**config.mk**
```make
export PLATFORM = sky130hd
export DESIGN_NAME = cmdring_proc
export DESIGN_NICKNAME = d
export VERILOG_FILES = /design/src/rtl/cmdring_pkg.sv /design/src/rtl/cmdring_regs.sv /design/src/rtl/cmdring_engine.sv /design/src/rtl/cmdring_proc.sv
export SDC_FILE = /design/constraint.sdc
export NUM_CORES = 1
export LEC_CHECK = 0
export ABC_AREA = 0
export BUFFER_PORTS_ARGS = -buffer_cell sky130_fd_sc_hd__buf_2
export CORE_ASPECT_RATIO = 0.75
export CORE_MARGIN = 3
export CORE_UTILIZATION = 58
export CTS_BUF_LIST = sky130_fd_sc_hd__clkbuf_4 sky130_fd_sc_hd__clkbuf_8
export CTS_CLUSTER_SIZE = 25
export DETAILED_ROUTE_END_ITERATION = 7
export GPL_TIMING_DRIVEN = 0
export HOLD_SLACK_MARGIN = 0.12
export PLACE_DENSITY = 0.95
export SLEW_MARGIN = 20
export SYNTH_ARGS = -nofsm -noshare
export SYNTH_HDL_FRONTEND = slang
export SYNTH_SLANG_ARGS = --single-unit
```
**constraint.sdc**
```tcl
create_clock -name clk -period 5.94 [get_ports clk]
set_clock_uncertainty 0.1 [all_clocks]
set_input_delay 0 -clock clk [delete_from_list [all_inputs] [get_ports clk]]
set_output_delay 0 -clock clk [all_outputs]
set_load 0.01 [all_outputs]
```
**src/rtl/cmdring_pkg.sv**
```systemverilog
`timescale 1ns/1ps
package cmdring_pkg;
  localparam int unsigned RING_PTR_W  = 19;
  localparam int unsigned RING_LIM_W  = RING_PTR_W + 1;
  localparam int unsigned ENTRY_SHIFT = 4;
  localparam int unsigned ENTRY_BYTES = 1 << ENTRY_SHIFT;
  localparam int unsigned WORD_BYTES  = 8;
  localparam int unsigned PG_SHIFT    = 12;
  localparam int unsigned SIZE_LSB    = 56;
  localparam int unsigned SIZE_W      = 4;
  localparam logic [SIZE_W-1:0] SIZE_RESET = 4'd8;
  localparam int unsigned EN_GLOBAL_BIT = 0;
  localparam int unsigned EN_RING_BIT   = 12;
  localparam int unsigned ST_FLAG_BIT   = 2;
  localparam int unsigned ST_RUN_BIT    = 4;
  localparam int unsigned OPC_LSB     = 60;
  localparam int unsigned OPC_W       = 4;
  localparam int unsigned STORE_BIT   = 0;
  localparam int unsigned IRQ_BIT     = 1;
  localparam int unsigned DEVFN_W     = 16;
  localparam logic [OPC_W-1:0] OPC_WAIT    = 4'd1;
  localparam logic [OPC_W-1:0] OPC_DEV_INV = 4'd4;
  localparam logic [2:0] SEL_BASE = 3'd0;
  localparam logic [2:0] SEL_CTRL = 3'd1;
  localparam logic [2:0] SEL_HEAD = 3'd2;
  localparam logic [2:0] SEL_TAIL = 3'd3;
  localparam logic [2:0] SEL_STAT = 3'd4;

  typedef logic [RING_PTR_W-1:0] ring_ptr_t;
  typedef logic [RING_LIM_W-1:0] ring_lim_t;

  typedef enum logic [2:0] {
    ST_IDLE, ST_RD_LO, ST_RD_HI, ST_EXEC, ST_STORE
  } eng_state_t;

  // ring length in bytes: entries (2^exp) times entry size
  function automatic ring_lim_t ring_limit(input logic [SIZE_W-1:0] e);
    return ring_lim_t'(1) << (int'(e) + int'(ENTRY_SHIFT));
  endfunction

  // keep only the entry-aligned pointer bits of a written value
  function automatic ring_ptr_t ptr_clip(input logic [63:0] v);
    return {v[RING_PTR_W-1:ENTRY_SHIFT], {ENTRY_SHIFT{1'b0}}};
  endfunction

  // a pointer outside the ring is treated as slot zero
  function automatic ring_ptr_t fetch_ptr(input ring_ptr_t h, input ring_lim_t lim);
    return (ring_lim_t'(h) >= lim) ? '0 : h;
  endfunction

  function automatic ring_ptr_t advance_ptr(input ring_ptr_t p, input ring_lim_t lim);
    ring_lim_t s;
    s = ring_lim_t'(p) + ring_lim_t'(ENTRY_BYTES);
    return (s >= lim) ? '0 : s[RING_PTR_W-1:0];
  endfunction
endpackage

```
**src/rtl/cmdring_regs.sv**
```systemverilog
`timescale 1ns/1ps
module cmdring_regs
  import cmdring_pkg::*;
#(
  parameter int unsigned ADDR_W = 52
) (
  input  logic              clk,
  input  logic              rst_n,
  input  logic              reg_we,
  input  logic [2:0]        reg_sel,
  input  logic [63:0]       reg_wdata,
  output logic [63:0]       reg_rdata,
  input  logic              adv_en,
  input  ring_ptr_t         adv_ptr,
  input  logic              flag_set,
  output logic [ADDR_W-1:0] ring_base,
  output ring_lim_t         ring_lim,
  output ring_ptr_t         head,
  output ring_ptr_t         tail,
  output logic              run,
  output logic              wait_flag
);
  localparam int unsigned PG_W = ADDR_W - PG_SHIFT;

  logic [PG_W-1:0]   base_pg_q;
  logic [SIZE_W-1:0] size_q;
  logic              en_g_q, en_r_q;
  ring_ptr_t         head_q, tail_q;
  logic              flag_q;
  logic              unused_wbits;

  always_ff @(posedge clk or negedge rst_n) begin
    if (!rst_n) begin
      base_pg_q <= '0;
      size_q    <= SIZE_RESET;
      en_g_q    <= 1'b0;
      en_r_q    <= 1'b0;
      head_q    <= '0;
      tail_q    <= '0;
      flag_q    <= 1'b0;
    end else begin
      if (flag_set) flag_q <= 1'b1;
      if (adv_en)   head_q <= adv_ptr;
      // a software write overrides a completion in the same cycle
      if (reg_we) begin
        unique case (reg_sel)
          SEL_BASE: begin
            base_pg_q <= reg_wdata[ADDR_W-1:PG_SHIFT];
            size_q    <= reg_wdata[SIZE_LSB +: SIZE_W];
            head_q    <= '0;
            tail_q    <= '0;
          end
          SEL_CTRL: begin
            en_g_q <= reg_wdata[EN_GLOBAL_BIT];
            en_r_q <= reg_wdata[EN_RING_BIT];
          end
          SEL_HEAD: head_q <= ptr_clip(reg_wdata);
          SEL_TAIL: tail_q <= ptr_clip(reg_wdata);
          default: ;
        endcase
      end
    end
  end

  assign unused_wbits = ^{reg_wdata[63:SIZE_LSB+SIZE_W], reg_wdata[SIZE_LSB-1:ADDR_W]};

  assign ring_base = {base_pg_q, {PG_SHIFT{1'b0}}};
  assign ring_lim  = ring_limit(size_q);
  assign head      = head_q;
  assign tail      = tail_q;
  assign run       = en_g_q & en_r_q;
  assign wait_flag = flag_q;

  always_comb begin
    reg_rdata = '0;
    unique case (reg_sel)
      SEL_BASE: begin
        reg_rdata[ADDR_W-1:PG_SHIFT]    = base_pg_q;
        reg_rdata[SIZE_LSB +: SIZE_W]   = size_q;
      end
      SEL_CTRL: begin
        reg_rdata[EN_GLOBAL_BIT] = en_g_q;
        reg_rdata[EN_RING_BIT]   = en_r_q;
      end
      SEL_HEAD: reg_rdata[RING_PTR_W-1:0] = head_q;
      SEL_TAIL: reg_rdata[RING_PTR_W-1:0] = tail_q;
      SEL_STAT: begin
        reg_rdata[ST_FLAG_BIT] = flag_q;
        reg_rdata[ST_RUN_BIT]  = en_g_q & en_r_q;
      end
      default: reg_rdata = '0;
    endcase
  end
endmodule

```
**src/rtl/cmdring_engine.sv**
```systemverilog
`timescale 1ns/1ps
module cmdring_engine
  import cmdring_pkg::*;
#(
  parameter int unsigned ADDR_W = 52
) (
  input  logic               clk,
  input  logic               rst_n,
  input  logic               run,
  input  ring_ptr_t          head,
  input  ring_ptr_t          tail,
  input  ring_lim_t          ring_lim,
  input  logic [ADDR_W-1:0]  ring_base,
  output logic               mem_rd_req,
  output logic [ADDR_W-1:0]  mem_rd_addr,
  input  logic               mem_rd_valid,
  input  logic [63:0]        mem_rd_data,
  output logic               mem_wr_req,
  output logic [ADDR_W-1:0]  mem_wr_addr,
  output logic [63:0]        mem_wr_data,
  input  logic               mem_wr_ack,
  output logic               inval_pulse,
  output logic [DEVFN_W-1:0] inval_devfn,
  output logic               cmd_done,
  output ring_ptr_t          adv_ptr,
  output logic               flag_set
);
  eng_state_t       state_q;
  ring_ptr_t        ptr_q;
  logic [63:0]      lo_q, hi_q;
  logic             inval_q;
  logic [OPC_W-1:0] opc;
  logic             want_store, want_flag;
  logic             unused_lo;

  assign opc        = lo_q[OPC_LSB +: OPC_W];
  assign want_store = (opc == OPC_WAIT) && lo_q[STORE_BIT];
  assign want_flag  = (opc == OPC_WAIT) && lo_q[IRQ_BIT];
  assign unused_lo  = ^{lo_q[OPC_LSB-1:ADDR_W], lo_q[2]};

  assign cmd_done = ((state_q == ST_EXEC) && !want_store) ||
                    ((state_q == ST_STORE) && mem_wr_ack);
  assign adv_ptr  = advance_ptr(ptr_q, ring_lim);
  assign flag_set = cmd_done && want_flag;

  assign mem_rd_req  = (state_q == ST_RD_LO) || (state_q == ST_RD_HI);
  assign mem_rd_addr = ring_base + ADDR_W'(ptr_q) +
                       ((state_q == ST_RD_HI) ? ADDR_W'(WORD_BYTES) : '0);
  assign mem_wr_req  = (state_q == ST_STORE);
  assign mem_wr_addr = {lo_q[ADDR_W-1:3], 3'b000};
  assign mem_wr_data = hi_q;
  assign inval_pulse = inval_q;
  assign inval_devfn = lo_q[DEVFN_W-1:0];

  always_ff @(posedge clk or negedge rst_n) begin
    if (!rst_n) begin
      state_q <= ST_IDLE;
      ptr_q   <= '0;
      lo_q    <= '0;
      hi_q    <= '0;
      inval_q <= 1'b0;
    end else begin
      inval_q <= 1'b0;
      unique case (state_q)
        ST_IDLE: if (run && (head != tail)) begin
          ptr_q   <= fetch_ptr(head, ring_lim);
          state_q <= ST_RD_LO;
        end
        ST_RD_LO: if (mem_rd_valid) begin
          lo_q    <= mem_rd_data;
          state_q <= ST_RD_HI;
        end
        ST_RD_HI: if (mem_rd_valid) begin
          hi_q    <= mem_rd_data;
          state_q <= ST_EXEC;
        end
        ST_EXEC: begin
          inval_q <= (opc == OPC_DEV_INV);
          state_q <= want_store ? ST_STORE : ST_IDLE;
        end
        ST_STORE: if (mem_wr_ack) state_q <= ST_IDLE;
        default: state_q <= ST_IDLE;
      endcase
    end
  end
endmodule

```
**src/rtl/cmdring_proc.sv**
```systemverilog
`timescale 1ns/1ps
module cmdring_proc
  import cmdring_pkg::*;
#(
  parameter int unsigned ADDR_W = 52
) (
  input  logic              clk,
  input  logic              rst_n,
  input  logic              reg_we,
  input  logic [2:0]        reg_sel,
  input  logic [63:0]       reg_wdata,
  output logic [63:0]       reg_rdata,
  output logic              mem_rd_req,
  output logic [ADDR_W-1:0] mem_rd_addr,
  input  logic              mem_rd_valid,
  input  logic [63:0]       mem_rd_data,
  output logic              mem_wr_req,
  output logic [ADDR_W-1:0] mem_wr_addr,
  output logic [63:0]       mem_wr_data,
  input  logic              mem_wr_ack,
  output logic              inval_pulse,
  output logic [15:0]       inval_devfn
);
  logic [ADDR_W-1:0] base_w;
  ring_lim_t         lim_w;
  ring_ptr_t         head_w, tail_w, adv_ptr_w;
  logic              run_w, flag_w, done_w, flag_set_w;

  cmdring_regs #(.ADDR_W(ADDR_W)) regs_i (
    .clk       (clk),
    .rst_n     (rst_n),
    .reg_we    (reg_we),
    .reg_sel   (reg_sel),
    .reg_wdata (reg_wdata),
    .reg_rdata (reg_rdata),
    .adv_en    (done_w),
    .adv_ptr   (adv_ptr_w),
    .flag_set  (flag_set_w),
    .ring_base (base_w),
    .ring_lim  (lim_w),
    .head      (head_w),
    .tail      (tail_w),
    .run       (run_w),
    .wait_flag (flag_w)
  );

  cmdring_engine #(.ADDR_W(ADDR_W)) eng_i (
    .clk          (clk),
    .rst_n        (rst_n),
    .run          (run_w),
    .head         (head_w),
    .tail         (tail_w),
    .ring_lim     (lim_w),
    .ring_base    (base_w),
    .mem_rd_req   (mem_rd_req),
    .mem_rd_addr  (mem_rd_addr),
    .mem_rd_valid (mem_rd_valid),
    .mem_rd_data  (mem_rd_data),
    .mem_wr_req   (mem_wr_req),
    .mem_wr_addr  (mem_wr_addr),
    .mem_wr_data  (mem_wr_data),
    .mem_wr_ack   (mem_wr_ack),
    .inval_pulse  (inval_pulse),
    .inval_devfn  (inval_devfn),
    .cmd_done     (done_w),
    .adv_ptr      (adv_ptr_w),
    .flag_set     (flag_set_w)
  );
endmodule

```
==> impl_metrics.py, run 1 <==
metrics = {
    "run_status": {
        "outcome": "completed",
    },
    "clocking": {
        "post_cts_resized": 0,
        "cts_num_sinks": 224,
        "htreeDepth": 2,
        "cts_inserted_buffers": 37,
        "path_clk_slew_ps": 70,
        "clockBufferDepth": 3,
        "cts_tree": "done",
        "clkLatencyLatePin_ps": 540,
        "clock_tree.root_cell": "clkbuf_8",
    },
    "yosys": {
        "synthTopCellsByCount": "dfrtp_1 (223), mux2_2 (160), nand2_1 (86)",
        "ys_seq_area_frac": 0.455,
        "async_reset_ff_frac": 1.00,
        "synthFlopType": "dfrtp_1",
        "netlist_area_mm2": 0.0123,
        "synth_top_area_frac": 0.453,
        "ys_ff_latch": 224,
        "synthTopCellsByArea": "dfrtp_1 (45%), mux2_2 (15%), buf_4 (4.9%)",
        "synth.avg_cell_area_um2": 10.8,
        "yosys.area.top_type": "dfrtp_1",
        "synth.most_common_cell": "dfrtp_1",
        "synth_cell_types": 63,
        "netlist_instances": 1137,
        "synth-edff-count": 0,
        "yosysWarnings": 0,
    },
    "sta": {
        "min_period_ps": 4080,
        "hold_viol": 0,
        "setup-violations-final": 0,
        "tightest_slew_ps": 1010,
        "finalCritPeriodShare": 0.687,
        "fmax_mhz": 245,
        "maxSlewHeadroom": 0.330,
        "maxSlewViolCount": 0,
        "finalSetupTns_ps": 0,
        "rsz0062_at_grt": "false",
    },
    "pwr": {
        "powerDensity_mw_per_mm2": 444,
        "p_leak_nw": 8.10,
        "vdd_drop_max_uv": 341,
        "p_total_mw": 7.49,
    },
    "finish": {
        "multi_input_area_mm2": 0.00583,
        "ff_latch_area_mm2": 0.00561,
        "fillers": 1120,
        "final_nets": 1876,
        "area_delta_synth_final_pct": 36.9,
        "final_layout_size_suffix_gt1_frac": 0.407,
    },
    "route": {
        "routed_wl_um": 46300,
        "antenna_left": 0,
        "viasPerCell": 5.99,
        "wl_met2_um": 22000,
        "vias": 12000,
        "drt_iter0_drc": 1161,
        "drc": 0,
        "met1_length_um": 16400,
        "dr.pass1.iters": 6,
        "wl_per_cell_um": 23.1,
        "wl_met3_um": 5050,
        "top_layer_used": "met4",
    },
    "min_path": {
        "hold_path.class": "primary input to flop",
    },
    "worst_setup_path": {
        "setup.worst_path.class": "flop to primary output",
        "cp.required_ps": 5840,
        "worst_setup_path_end_kind": "primary output",
        "max_stage_delay_ps": 470,
        "cp_cell_sequence": "inv_1 -> nor3_1 -> ha_1 -> ha_1 -> and4_1 -> a31oi_1 -> nand2_1 -> buf_2 -> nand3_1 -> xnor2_1 -> buf_2",
        "arrival_ps": 3980,
        "critPathTopFamily": "simple AND/OR/NAND/NOR gates",
        "crit_path_start_kind": "flop",
        "path_buf_inv": 3,
        "slowest_stage": "dfrtp_1",
        "cp_max_fo": 10,
    },
    "global_routing": {
        "grt_pass1_wl_um": 70200,
        "track_usage": 0.388,
        "grt_max_degree": 104,
        "grt-ovfl-total": 0,
        "grt_pass1_vias": 12400,
        "antenna_found_initial": 3,
    },
    "floorplanning": {
        "io_pins": 387,
        "initial_core_util": 0.599,
        "rows": 45,
        "die_area_mm2": 0.0230,
        "die_x_um": 174,
        "core-area_mm2": 0.0206,
        "die_h_um": 132,
    },
    "run": {
        "drv_cap": 0,
    },
    "placement": {
        "portBuffers": 362,
        "gp_congestion": 1.01,
        "dp_hpwl_um": 29300,
    },
}
per-layer routing:
layer / track usage / vias up
li1: - / 5029
met1: 0.453 / 5816
met2: 0.645 / 919
met3: 0.114 / 249
met4: 0.215 / 0
met5: 0 / -
path summary, 6_finish.rpt:
kind,start,to,slack (ps),cells after the start
worst max-delay path,eng_i.state_q[1],mem_rd_addr[31],1860,11
worst min-delay path,reg_wdata[19],regs_i.base_pg_q[7],140,3
worst max register to register,eng_i.ptr_q[4],regs_i.head[17],2020,14
worst min register to register,eng_i.lo_q[63],eng_i.inval_pulse,390,1
max in group asynchronous,rst_n,regs_i.size_q[3],4750,4
min in group asynchronous,rst_n,eng_i.mem_wr_data[48],460,4
worst min-delay path, stage by stage:
cell,delay [ps]
dlygate4sd3_1,520
buf_2,90
mux2_2,130
cells by family after synthesis:
logic type                 count (synthesis)  share of synthesized area
DFF                                      224                      0.455
xor gates and xnor gates                  76                     0.0540
muxes                                    175                      0.159
and+or+nand+nor                          303                      0.128
other                                      1                   0.000304
AOI/OAI and AO/OA                        153                     0.0796
adders and majority gates                 48                     0.0488
buffers and inverters                    157                     0.0747
state kept, by name (all words and copies together) (netlist names), 3 cells and up:
name,flops
eng_i.lo_q,56
eng_i.state_q,3
eng_i.mem_wr_data,64
regs_i.tail,15
eng_i.ptr_q,19
regs_i.size_q,4
regs_i.head,19
regs_i.base_pg_q,40
stage by stage:
step,hold slack [ps],util,instance area (µm²),worst slack [ps],std cells
after global routing,140,0.820,16900,1690,2006
after detailed placement,-231,0.710,14600,2100,1793
after floorplan,-396,-,12400,2890,1147
after global placement,103,0.706,14500,971,1791
after CTS,120,0.820,16900,2040,2003
final,138,0.820,16900,1860,2006
layout by cell type (no fill, tap or decap), types with 32 or more instances in the layout:
cell type      synthesis  routed
buf_2                 11     372
dfrtp_1              223     223
mux2_2               160     160
dlygate4sd3_1          0     141
nand2_1               86      86
buf_4                 80      80
xnor2_1               61      61
ha_1                  48      48
clkbuf_8               0      46
nor2_1                41      41
and2_1                41      41
nand3_1               38      38
clkbuf_1              35      35
o21ai_0               32      32
what timing repair did:
item                                   CTS  global route
endpoints found under the hold margin  424             0
hold buffers                           142             0
setup buffers                            0             0
where the power goes:
part / internal, mW / switching, mW / total, mW
registers: 2.10 / 0.585 / 2.69
logic: 1.61 / 1.63 / 3.24
clock network: 0.871 / 0.685 / 1.56
area by class of cell:
cell class              count  area share
well taps                 282      0.0209
flip-flops and latches    224       0.333
diodes                      3    0.000445
multi-input cells         766       0.346
inverters                  23     0.00512
plain buffers             134      0.0494
clock buffers              58      0.0429
repair buffers            506       0.196
clock inverters            10     0.00683
Power figures use the tool's default switching activity.
==> run 2, diff against run 1 <==
CORE_UTILIZATION = 48   (was 58)
PLACE_DENSITY = 0.85   (was 0.95)
clock period = 3.7 ns   (was 5.94 ns; I/O delays follow)
==> impl_metrics.py, run 2 (synthesis results as in run 1) <==
metrics = {
    "sta": {
        "hold_viol": 0,
        "rsz0062_at_grt": "false",
        "tightest_slew_ps": 1150,
        "setup_ws_ps": 149,
        "fmax_mhz": 282,
        "maxSlewHeadroom": 0.224,
        "setup-violations-final": 0,
        "min_period_ps": 3550,
        "finalCritPeriodShare": 0.960,
        "maxSlewViolCount": 0,
    },
    "min_path": {
        "whs_path_depth": 3,
        "min-delay-start": "mem_rd_data[12]",
        "hold_path.class": "primary input to flop",
        "worst_hold_path.endpoint": "eng_i.mem_wr_data[12]",
    },
    "finish": {
        "final_layout_size_suffix_gt1_frac": 0.402,
        "multi_input_area_mm2": 0.00589,
        "fillers": 1720,
        "final_cell_mix": "buf_2 (372), dfrtp_1 (223), dlygate4sd3_1 (195)",
        "final_common_cell": "buf_2",
        "largest_register_ffs": 64,
        "final_nets": 1931,
        "design_area_mm2": 0.0175,
        "area_delta_synth_final_pct": 42.3,
        "ff_latch_area_mm2": 0.00561,
    },
    "clocking": {
        "clkLatencyLatePin_ps": 560,
        "cts_num_sinks": 224,
        "clockBufferDepth": 3,
        "htreeDepth": 2,
        "cts_inserted_buffers": 39,
        "clock_tree.root_cell": "clkbuf_8",
        "path_clk_slew_ps": 70,
        "cts_tree": "done",
    },
    "placement": {
        "dp_hpwl_um": 28700,
        "place_area_mm2": 0.0147,
        "portBuffers": 362,
        "pre_cts_slack_ps": -112,
        "gp_congestion": 0.968,
    },
    "global_routing": {
        "antenna_found_initial": 1,
        "track_usage": 0.316,
        "grt_pass1_vias": 12400,
        "grt_pass1_wl_um": 68300,
        "grt-ovfl-total": 0,
        "grt_max_degree": 98,
    },
    "worst_setup_path": {
        "r2r-end": "eng_i.ptr_q[9]",
        "crit_path_start_kind": "flop",
        "crit_start": "regs_i.size_q[2]",
        "ff2ff_path_depth": 14,
        "setup.worst_path.class": "flop to flop",
        "cp_max_fo": 10,
        "r2r_start": "regs_i.size_q[2]",
        "arrival_ps": 3880,
        "worst_setup_path_end_kind": "flop",
        "r2r_slack_ps": 150,
        "cp.required_ps": 4030,
    },
    "pwr": {
        "powerDensity_mw_per_mm2": 680,
        "vdd_drop_max_uv": 576,
        "p_leak_nw": 8.34,
    },
    "route": {
        "dr.pass1.iters": 5,
        "wl_per_cell_um": 20.9,
        "viasPerCell": 5.53,
        "vias": 11700,
        "antenna_left": 0,
        "routed_wl_um": 44300,
        "drc": 0,
        "drt_iter0_drc": 929,
    },
    "floorplanning": {
        "io_pins": 387,
        "die_h_um": 145,
        "die_area_mm2": 0.0276,
        "initial_core_util": 0.491,
        "die_x_um": 191,
        "core-area_mm2": 0.0251,
        "rows": 50,
    },
    "run": {
        "drv_cap": 0,
    },
    "run_status": {
        "outcome": "completed",
    },
}
## run 2: timing repair
| action | 4_1_cts | 5_1_grt |
|---|---|---|
| buffers inserted | 2 | 0 |
| cloned | 0 | 0 |
| hold buffers | 196 | 0 |
| pin swaps | 1 | 0 |
| endpoints found under the hold margin | 332 | 0 |
| gates resized for setup | 2 | 14 |
| setup endpoints to repair | 21 | 50 |
## run 2: layer usage
metal | vias to the layer above | GRT usage | share of wire
met4 | 0 | 0.153 | 0.054
met2 | 678 | 0.541 | 0.48
li1 | 5155 | - | -
met3 | 196 | 0.0713 | 0.083
met1 | 5678 | 0.383 | 0.38
met5 | - | 0 | 0
## run 2: metrics by stage
step | hold WS, ps | instances | setup TNS [ps] | utilization | power [mW]
after floorplan | -396 | 1147 | 0 | - | 7.11
after global placement | 110 | 1847 | -284940 | 0.582 | 8.77
after detailed placement | -196 | 1849 | -983 | 0.584 | 8.97
after CTS | 120 | 2117 | 0 | 0.697 | 11.6
after global routing | 137 | 2116 | 0 | 0.699 | 12.5
final | 144 | 2116 | 0 | 0.699 | 11.9
## run 2: layout make-up
| type | count | share of cell area |
|---|---|---|
| clock inverters | 8 | 0.00407 |
| clock buffers | 63 | 0.0434 |
| repair buffers | 562 | 0.220 |
| well taps | 338 | 0.0241 |
| inverters | 23 | 0.00493 |
| diodes | 1 | 0.000143 |
| plain buffers | 131 | 0.0469 |
| multi-input cells | 766 | 0.336 |
| flip-flops and latches | 224 | 0.320 |
## run 2: where the power goes
group	switching (mW)	internal, mW	total, mW	leakage (nW)
combinational	2.52	2.65	5.17	5.14
clock	1.09	1.38	2.47	0.447
sequential	0.898	3.37	4.27	2.75
## run 2: worst max-delay path by stage
| stage | end | cells past startpoint |
|---|---|---|
| 2_1_floorplan | eng_i.ptr_q[10] | 14 |
| 3_3_place_gp | regs_i.base_pg_q[33] | 1 |
| 3_5_place_dp | regs_i.head[16] | 14 |
| 4_1_cts | regs_i.head[16] | 13 |
| 5_1_grt | regs_i.head[16] | 14 |
| 6_report | eng_i.ptr_q[9] | 14 |
## run 2: worst max-delay path: stages (launching register included)
cell and delay, ps:
dfrtp_1 380, ha_1 190, buf_2 170, nor2b_1 410, nor2b_1 220, nand3_1 150
ha_1 340, a21oi_1 70, o21ai_0 240, a2111oi_0 110, a211o_1 300, a31o_2 230
buf_4 170, buf_6 150, a22o_1 180
==> run 3, diff against run 2 <==
BUFFER_PORTS_ARGS = -buffer_cell sky130_fd_sc_hd__clkbuf_2   (was -buffer_cell sky130_fd_sc_hd__buf_2)
CORE_UTILIZATION = 53   (was 48)
PLACE_DENSITY = 0.88   (was 0.85)
clock period = 3.91 ns   (was 3.7 ns; I/O delays follow)
==> impl_metrics.py, run 3 (synthesis results as in run 1) <==
metrics = {
    "floorplanning": {
        "die_h_um": 138,
        "rows": 47,
        "initial_core_util": 0.548,
        "io_pins": 387,
        "die_area_mm2": 0.0251,
        "die_x_um": 182,
        "core-area_mm2": 0.0225,
    },
    "clocking": {
        "cts_tree": "done",
        "cts_inserted_buffers": 38,
        "cts_num_sinks": 224,
        "htreeDepth": 2,
        "clock_tree.root_cell": "clkbuf_8",
        "clockBufferDepth": 3,
        "clkLatencyLatePin_ps": 560,
        "path_clk_slew_ps": 70,
    },
    "placement": {
        "portBuffers": 362,
        "pre_cts_slack_ps": 89.5,
        "gp_congestion": 0.979,
        "dp_cells": 1805,
        "dp_hpwl_um": 28700,
    },
    "finish": {
        "largest_register_ffs": 64,
        "final_cell_mix": "clkbuf_2 (362), dfrtp_1 (223), dlygate4sd3_1 (174)",
        "finalNonFillerCells": 2048,
        "final_layout_size_suffix_gt1_frac": 0.401,
        "area_delta_synth_final_pct": 39.6,
        "final_common_cell": "clkbuf_2",
        "final_nets": 1911,
    },
    "worst_setup_path": {
        "r2r_slack_ps": 240,
        "arrival_ps": 3610,
        "critPathTopFamily": "simple AND/OR/NAND/NOR gates",
        "cp_max_fo": 10,
        "cp.required_ps": 3810,
        "path_buf_inv": 3,
        "cp_cell_sequence": "inv_1 -> nor3_2 -> ha_1 -> ha_1 -> and4_1 -> a31oi_2 -> nand2_1 -> buf_2 -> nand4_1 -> xnor2_1 -> clkbuf_2",
        "slowest_stage": "dfrtp_1",
        "worst_setup_path_end_kind": "primary output",
        "setup.worst_path.class": "flop to primary output",
        "max_stage_delay_ps": 450,
        "crit_path_start_kind": "flop",
        "crit_top_cell": "ha_1",
    },
    "pwr": {
        "power_frac_clock": 0.202,
        "powerDensity_mw_per_mm2": 654,
        "vdd_drop_max_uv": 609,
        "p_seq_frac": 0.361,
        "p_leak_nw": 8.22,
        "p_comb_frac": 0.438,
        "p_switching_mw": 4.36,
        "p_int_mw": 6.89,
        "sw_frac_of_total": 0.387,
    },
    "global_routing": {
        "grt-ovfl-total": 0,
        "grt_pass1_vias": 12600,
        "grt_max_degree": 95,
        "antenna_found_initial": 2,
        "track_usage": 0.344,
        "grt_pass1_wl_um": 69300,
    },
    "sta": {
        "finalCritPeriodShare": 0.949,
        "setup-violations-final": 0,
        "maxSlewViolCount": 0,
        "hold_slack_ps": 140,
        "hold_viol": 0,
        "setup_ws_ps": 200,
        "rsz0062_at_grt": "false",
        "fmax_mhz": 270,
        "min_period_ps": 3710,
        "tightest_slew_ps": 905,
        "maxSlewHeadroom": 0.391,
    },
    "route": {
        "wl_per_cell_um": 21.7,
        "viasPerCell": 5.70,
        "dr.pass1.iters": 5,
        "wl_met3_um": 3650,
        "routed_wl_um": 44400,
        "vias": 11700,
        "drt_iter0_drc": 899,
        "wl_met2_um": 21900,
        "met1_length_um": 16600,
        "top_layer_used": "met4",
        "drc": 0,
        "antenna_left": 0,
    },
    "min_path": {
        "hold_path.class": "primary input to flop",
    },
    "run_status": {
        "outcome": "completed",
    },
    "run": {
        "drv_cap": 0,
    },
}
## run 3: cell count changes in the layout (fill, tap and decap cells not counted), sizes merged
| cell | previous run | this run |
|---|---|---|
| buf | 464 | 102 |
| clkbuf | 97 | 453 |
| dlygate4sd3 | 195 | 174 |
| clkinv | 5 | 7 |
| diode | 1 | 3 |
| inv | 24 | 23 |
## run 3: layout make-up
class	count	area, µm²
clock buffer	55	694
tap	294	368
inverter	23	86.3
sequential	224	5610
timing repair buffer	541	3650
antenna	3	7.51
buffer	133	830
fill	1399	5270
multi-input combinational	766	5840
clock inverter	9	106
## run 3: metal layers
metal / GRT usage / up-vias
li1: - / 5107
met1: 0.414 / 5719
met2: 0.590 / 682
met3: 0.0788 / 169
met4: 0.157 / 0
met5: 0 / -
## run 3: power by group through the flow
stage	sequential [mW]	combinational (mW)	clock, mW
floorplan	3.90	2.82	0
global placement	3.92	4.39	0
detailed placement	3.98	4.54	0
CTS	3.97	4.73	2.26
global route	4.14	5.25	2.40
finish	4.06	4.92	2.27
## run 3: worst register-to-register path, stage by stage (launching register included)
cell and delay, ps:
dfstp_2 550, ha_1 220, buf_2 170, nor3_1 340
and2_1 240, ha_1 230, nand2b_1 130, a2111oi_0 480
a2111oi_0 170, o311ai_1 310, buf_4 180, nand3_2 240
o21ai_1 210
## run 3: timing repair
action                                  in CTS  in global routing
hold endpoints to repair                   332                  2
hold buffers                               174                  1
setup buffers                                0                  2
endpoints found under the setup margin       0                 33
gates resized for setup                      0                  4
## run 3: worst paths after layout
check                                      start                     to  depth (start not counted)
worst max-delay path            eng_i.state_q[1]        mem_rd_addr[33]                         11
worst min-delay path             mem_rd_data[39]  eng_i.mem_wr_data[39]                          3
worst max register to register  regs_i.size_q[3]         regs_i.head[0]                         12
worst min register to register    eng_i.lo_q[63]      eng_i.inval_pulse                          1
max in group asynchronous                  rst_n         eng_i.lo_q[18]                          5
min in group asynchronous                  rst_n       regs_i.size_q[3]                          3
## run 3: through the flow
| stage | utilization | power [mW] | setup TNS (ps) | instance area (µm²) |
|---|---|---|---|---|
| global route | 0.765 | 11.8 | 0 | 17200 |
| finish | 0.765 | 11.2 | 0 | 17200 |
| floorplan | - | 6.72 | 0 | 12400 |
| global placement | 0.647 | 8.32 | -363760 | 14500 |
| detailed placement | 0.650 | 8.52 | 0 | 14600 |
| CTS | 0.763 | 10.9 | 0 | 17200 |
